`src/rtl/gcorr_pkg.sv`:
```
package gcorr_pkg;

    // direction applied to a saturating counter on training
    typedef enum logic {
        DIR_DOWN = 1'b0,
        DIR_UP   = 1'b1
    } ctr_dir_e;

    localparam int unsigned DEF_IDX_W  = 4;
    localparam int unsigned DEF_HIST_W = 2;
    localparam int unsigned DEF_CTR_W  = 2;

endpackage

```
`src/rtl/gcorr_sat_step.sv`:
```
module gcorr_sat_step
    import gcorr_pkg::*;
#(
    parameter int unsigned CTR_W = DEF_CTR_W
) (
    input  logic [CTR_W-1:0] cur_i,
    input  ctr_dir_e         dir_i,
    output logic [CTR_W-1:0] nxt_o
);
    localparam logic [CTR_W-1:0] CMAX = {CTR_W{1'b1}};
    localparam logic [CTR_W-1:0] CMIN = '0;

    always_comb begin
        nxt_o = cur_i;
        if (dir_i == DIR_UP) begin
            if (cur_i != CMAX) nxt_o = cur_i + 1'b1;
        end else begin
            if (cur_i != CMIN) nxt_o = cur_i - 1'b1;
        end
    end
endmodule

```
`src/rtl/gcorr_hist.sv`:
```
module gcorr_hist
    import gcorr_pkg::*;
#(
    parameter int unsigned HIST_W = DEF_HIST_W
) (
    input  logic              clk,
    input  logic              rst_n,
    input  logic              shift_en,
    input  logic              bit_in,
    output logic [HIST_W-1:0] hist_o
);
    typedef struct packed {
        logic [HIST_W-1:0] hist;
    } hist_st_t;

    hist_st_t s_d, s_q;

    always_comb begin
        s_d = s_q;
        if (shift_en) begin
            // newest outcome enters at bit 0, oldest falls off the top
            s_d.hist = HIST_W'({s_q.hist, bit_in});
        end
    end

    always_ff @(posedge clk) begin
        if (!rst_n) s_q <= '0;
        else        s_q <= s_d;
    end

    assign hist_o = s_q.hist;
endmodule

```
`src/rtl/gcorr_ctr_table.sv`:
```
module gcorr_ctr_table
    import gcorr_pkg::*;
#(
    parameter int unsigned IDX_W  = DEF_IDX_W,
    parameter int unsigned HIST_W = DEF_HIST_W,
    parameter int unsigned CTR_W  = DEF_CTR_W
) (
    input  logic                                         clk,
    input  logic                                         rst_n,
    input  logic                                         wr_en,
    input  logic [IDX_W+HIST_W-1:0]                      wr_idx,
    input  logic [CTR_W-1:0]                             wr_val,
    output logic [(1<<(IDX_W+HIST_W))-1:0][CTR_W-1:0]    ctr_o
);
    localparam int unsigned TBL_W   = IDX_W + HIST_W;
    localparam int unsigned ENTRIES = 1 << TBL_W;
    localparam logic [CTR_W-1:0] WEAK_NT = CTR_W'((1 << (CTR_W-1)) - 1);

    typedef struct packed {
        logic [ENTRIES-1:0][CTR_W-1:0] ctr;
    } tbl_st_t;

    tbl_st_t s_d, s_q;

    always_comb begin
        s_d = s_q;
        if (wr_en) s_d.ctr[wr_idx] = wr_val;
    end

    always_ff @(posedge clk) begin
        if (!rst_n) s_q.ctr <= {ENTRIES{WEAK_NT}};
        else        s_q     <= s_d;
    end

    assign ctr_o = s_q.ctr;
endmodule

```
`src/rtl/gcorr_predictor.sv`:
```
module gcorr_predictor
    import gcorr_pkg::*;
#(
    parameter int unsigned IDX_W  = DEF_IDX_W,
    parameter int unsigned HIST_W = DEF_HIST_W,
    parameter int unsigned CTR_W  = DEF_CTR_W
) (
    input  logic              clk,
    input  logic              rst_n,
    input  logic [IDX_W-1:0]  lk_pc,
    output logic              lk_taken,
    output logic [HIST_W-1:0] ghist_o,
    input  logic              up_valid,
    input  logic [IDX_W-1:0]  up_pc,
    input  logic [HIST_W-1:0] up_hist,
    input  logic              up_taken
);
    localparam int unsigned TBL_W   = IDX_W + HIST_W;
    localparam int unsigned ENTRIES = 1 << TBL_W;

    logic [ENTRIES-1:0][CTR_W-1:0] ctr_all;
    logic [TBL_W-1:0]              lk_idx;
    logic [TBL_W-1:0]              up_idx;
    logic [CTR_W-1:0]              lk_ctr;
    logic [CTR_W-1:0]              up_cur;
    logic [CTR_W-1:0]              up_nxt;
    ctr_dir_e                      up_dir;

    // row from address bits, column from history
    assign lk_idx = {lk_pc, ghist_o};
    assign up_idx = {up_pc, up_hist};

    assign lk_ctr   = ctr_all[lk_idx];
    assign lk_taken = lk_ctr[CTR_W-1];

    assign up_cur = ctr_all[up_idx];
    assign up_dir = up_taken ? DIR_UP : DIR_DOWN;

    gcorr_sat_step #(.CTR_W(CTR_W)) u_step (
        .cur_i (up_cur),
        .dir_i (up_dir),
        .nxt_o (up_nxt)
    );

    gcorr_ctr_table #(
        .IDX_W  (IDX_W),
        .HIST_W (HIST_W),
        .CTR_W  (CTR_W)
    ) u_tbl (
        .clk    (clk),
        .rst_n  (rst_n),
        .wr_en  (up_valid),
        .wr_idx (up_idx),
        .wr_val (up_nxt),
        .ctr_o  (ctr_all)
    );

    gcorr_hist #(.HIST_W(HIST_W)) u_hist (
        .clk      (clk),
        .rst_n    (rst_n),
        .shift_en (up_valid),
        .bit_in   (up_taken),
        .hist_o   (ghist_o)
    );
endmodule

```
`config.mk`:
```
export PLATFORM = sky130hd
export DESIGN_NAME = gcorr_predictor
export DESIGN_NICKNAME = d
export VERILOG_FILES = /design/src/rtl/gcorr_pkg.sv /design/src/rtl/gcorr_sat_step.sv /design/src/rtl/gcorr_hist.sv /design/src/rtl/gcorr_ctr_table.sv /design/src/rtl/gcorr_predictor.sv
export SDC_FILE = /design/constraint.sdc
export NUM_CORES = 1
export LEC_CHECK = 0
export ABC_AREA = 1
export BUFFER_PORTS_ARGS = -buffer_cell sky130_fd_sc_hd__buf_2
export CAP_MARGIN = 5
export CORE_AREA = 3 3 147 149
export CTS_CLUSTER_SIZE = 8
export DETAILED_ROUTE_END_ITERATION = 7
export DIE_AREA = 0 0 150 152
export PLACE_DENSITY = 0.51
export SKIP_CTS_REPAIR_TIMING = 1
export SYNTH_ARGS = -nofsm -noshare
export SYNTH_HDL_FRONTEND = slang
export SYNTH_SLANG_ARGS = --single-unit
export TNS_END_PERCENT = 20
```
`constraint.sdc`:
```
create_clock -name clk -period 4.9 [get_ports clk]
set_input_delay 0.49 -clock clk [delete_from_list [all_inputs] [get_ports clk]]
set_output_delay 0.49 -clock clk [all_outputs]
set_load 0.01 [all_outputs]
```
==> load_flow_metrics.sql <==
INSERT INTO impl_metrics (metric_group, metric, value, unit) VALUES
('floorplan', 'die-height', '152', 'um'),
('run_status', 'outcome', 'finished clean', ''),
('power', 'power_switching_share', '28.33', '%'),
('worst_setup_path', 'regToRegStartpoint', 'u_tbl.ctr_o[49]', ''),
('cts', 'worst_skew_pair.late_latency', '0.44', 'ns'),
('worst_setup_path', 'timing.critical_path.to_type', 'flop', ''),
('sta', 'fin_ws', '1.646', 'ns'),
('worst_setup_path', 'critical_path.startpoint_type', 'input pin', ''),
('cts', 'cts.path.max_buffers', '2', ''),
('synth', 'synth_mux_area_share', '0', '%'),
('routing', 'route.detailed.wl_per_inst', '15.77', 'um'),
('floorplan', 'core', '20300', 'sq um'),
('final_layout', 'nNetsFinal', '1182', ''),
('sta', 'fin_skew', '0.01628', 'ns'),
('power', 'power.clock.fraction', '49.8', '%'),
('final_layout', 'final.fill_count', '2260', ''),
('sta', 'final_worst_path_period_need', '3.255', 'ns'),
('final_layout', 'layout-drive-gt1-share', '5.334', '%'),
('power', 'power_per_cell_area', '344.8', 'nW/um^2'),
('worst_hold_path', 'hold_removal_path_class', 'input pin to flop', ''),
('synth', 'synth_nets', '1199', ''),
('power', 'switchingPower', '0.0007650', 'W'),
('synth', 'simple_gate_portion_of_the_synthesized_area', '35.39', '%'),
('routing', 'drtAntennaViolNets', '0', ''),
('synth', 'post_synth_fa_ha_maj_area_fraction', '0', '%'),
('place', 'numPlacedInstances', '1419', ''),
('sta', 'period_share', '66.42', '%'),
('synth', 'yosysSeqAreaShare', '36.73', '%'),
('run', 'timing.max_cap.violations', '0', ''),
('synth', 'synth_xor_area_share', '0', '%'),
('sta', 'timing_hold_violations_final', '0', ''),
('synth', 'synth_warnings', '0', ''),
('routing', 'route.final.wire_length', '22.89', 'mm'),
('floorplan', 'start_util', '34.91', '%'),
('sta', 'setup_viol_count_final', '0', ''),
('routing', 'drt_iter0_markers', '637', ''),
('synth', 'syn-mean-instance-area', '5.979', 'sq um'),
('worst_setup_path', 'worstPathRequired', '5.18', 'ns'),
('global_routing', 'grt_start_max_net_pins', '67', ''),
('global_routing', 'track_usage', '20.45', '%'),
('floorplan', 'die_area', '22800', 'sq um'),
('global_routing', 'total_congestion_overflow_after_global_routing', '0', ''),
('synth', 'synth_cells', '1185', ''),
('worst_hold_path', 'min_delay_worst_endpoint', 'u_hist.hist_o[0]', ''),
('sta', 'max_clock_freq', '0.3073', 'GHz'),
('worst_setup_path', 'worstPathArrival', '3.53', 'ns'),
('final_layout', 'instances_no_fill', '1451', ''),
('cts', 'clockRootBuffer', 'sky130_fd_sc_hd__clkbuf_16', ''),
('power', 'static-leakage-power', '3.611', 'nW'),
('final_layout', 'layout.area.seq', '2603', 'sq um'),
('worst_setup_path', 'ff2ff_path_depth', '11', ''),
('place', 'placed_cell_area', '7222', 'sq um'),
('cts', 'ctsHtreeMaxLevel', '4', ''),
('floorplan', 'die_w', '150', 'um'),
('synth', 'synth_unique_cells', '25', ''),
('floorplan', 'count_of_boundary_i_o_pins', '17', ''),
('sta', 'grt_setup_unrepaired', 'false', ''),
('place', 'portBuffers', '16', ''),
('place', 'place_congestion', '0.8632', ''),
('worst_setup_path', 'regToRegSetupSlack', '2.53', 'ns'),
('sta', 'whs', '0.3677', 'ns'),
('final_layout', 'antenna-diode-count', '0', ''),
('final_layout', 'layout.cell_area.non_filler', '7831', 'sq um'),
('sta', 'maxSlewViolCount', '0', ''),
('worst_setup_path', 'reg2reg_to', 'u_tbl.ctr_o[15]', ''),
('sta', 'max_slew.worst_pin.slew', '1.148', 'ns'),
('final_layout', 'layout-area-overhead-vs-synth', '10.52', '%'),
('place', 'place_worst_setup_slack', '1.240', 'ns'),
('power', 'vdd_drop_max', '0.2247', 'mV'),
('cts', 'cts_num_sinks', '130', ''),
('power', 'comb_power_share', '10.5', '%');
## worst max-delay path: stages
cell and delay (ns):
sky130_fd_sc_hd__buf_4 0.49, sky130_fd_sc_hd__inv_2 0.54, sky130_fd_sc_hd__o21ai_0 0.33, sky130_fd_sc_hd__nand2_1 0.08
sky130_fd_sc_hd__o21ai_1 0.26, sky130_fd_sc_hd__nand2_1 0.08, sky130_fd_sc_hd__nor2_1 0.16, sky130_fd_sc_hd__nand2_1 0.09
sky130_fd_sc_hd__nand2_2 0.10, sky130_fd_sc_hd__nand2_1 0.09, sky130_fd_sc_hd__nand2_4 0.57, sky130_fd_sc_hd__a21oi_1 0.14
## routing by layer
metal / share of wire, % / up-vias / track usage, %
met4: 1.4 / 0 / 6.231
met1: 49 / 3211 / 28.22
met2: 45 / 153 / 32.45
li1: - / 3685 / -
met5: 0 / - / 0
met3: 4.9 / 19 / 3.783
## how the worst max path moves through the flow
| stage | start | to | slack (ns) | cells after the start |
|---|---|---|---|---|
| finish | up_hist[0] | u_tbl.ctr_o[15] | 1.65 | 12 |
| detailed placement | up_hist[0] | u_tbl.ctr_o[127] | 1.24 | 12 |
| floorplan | u_hist.hist_o[0] | lk_taken | 2.87 | 11 |
| CTS | up_hist[0] | u_tbl.ctr_o[127] | 1.71 | 12 |
| global placement | up_hist[0] | u_tbl.ctr_o[25] | 1.30 | 12 |
| global route | up_hist[0] | u_tbl.ctr_o[59] | 1.39 | 12 |
## placed cells by master, fill, tap and decap left out
cell / instances
sky130_fd_sc_hd__a21oi_1: 96
sky130_fd_sc_hd__buf_2: 15
sky130_fd_sc_hd__buf_4: 8
sky130_fd_sc_hd__bufinv_16: 3
sky130_fd_sc_hd__clkbuf_16: 17
sky130_fd_sc_hd__clkinv_2: 2
sky130_fd_sc_hd__clkinv_4: 4
sky130_fd_sc_hd__clkinvlp_4: 3
sky130_fd_sc_hd__dfxtp_1: 130
sky130_fd_sc_hd__inv_1: 103
sky130_fd_sc_hd__inv_2: 3
sky130_fd_sc_hd__inv_6: 3
sky130_fd_sc_hd__nand2_1: 424
sky130_fd_sc_hd__nand2_2: 1
sky130_fd_sc_hd__nand2_4: 2
sky130_fd_sc_hd__nand3_1: 16
sky130_fd_sc_hd__nand3b_2: 1
sky130_fd_sc_hd__nand4_1: 1
sky130_fd_sc_hd__nor2_1: 193
sky130_fd_sc_hd__nor3_1: 8
sky130_fd_sc_hd__o211ai_1: 11
sky130_fd_sc_hd__o21ai_0: 119
sky130_fd_sc_hd__o21ai_1: 5
sky130_fd_sc_hd__o21bai_1: 1
sky130_fd_sc_hd__o22ai_1: 8
sky130_fd_sc_hd__or2_0: 2
sky130_fd_sc_hd__or2_1: 1
sky130_fd_sc_hd__or2_2: 1
## cell families after synthesis
group | after synthesis
AOI/OAI and AO/OA | 240
and+or+nand+nor | 650
DFF | 130
buffers and inverters | 165
## layout make-up
type	count	share of cell area, %
clock inverter	15	2.349
timing repair buffer	23	1.726
inverter	106	5.081
tap	270	4.314
sequential	130	33.23
clock buffer	17	5.432
multi-input combinational	890	47.87
## flip-flops by register name, indices dropped and copies added, names as in the netlist
signal / cells
u_hist.hist_o: 2
u_tbl.ctr_o: 128
## synthesized netlist by cell type, drive strengths merged
library cell / count / area share, %
o211ai: 11 / 1.2
clkbuf: 29 / 1.5
nor3: 8 / 0.57
o21ai: 124 / 8.8
nand3: 16 / 1.1
nand4: 1 / 0.088
buf: 30 / 3.2
dfxtp: 130 / 37
nor2: 193 / 10
o21bai: 1 / 0.11
nand2: 427 / 23
inv: 106 / 5.6
nand3b: 1 / 0.16
o22ai: 8 / 0.71
a21oi: 96 / 6.8
or2: 4 / 0.35
## through the flow
stage,utilization [%],power (W)
detailed placement,35.58,0.001380
finish,38.58,0.002700
CTS,38.58,0.002729
global placement,35.58,0.001380
floorplan,-,0.001309
global route,38.58,0.002801
## power by group through the flow
stage / registers, W / clock network [W] / logic [W]
CTS: 0.00107 / 0.00137 / 0.000286
floorplan: 0.00109 / 0 / 0.000215
global route: 0.00107 / 0.00141 / 0.000316
global placement: 0.00110 / 0 / 0.000285
detailed placement: 0.00110 / 0 / 0.000285
finish: 0.00107 / 0.00134 / 0.000285
(Power assumes the default switching activity.)
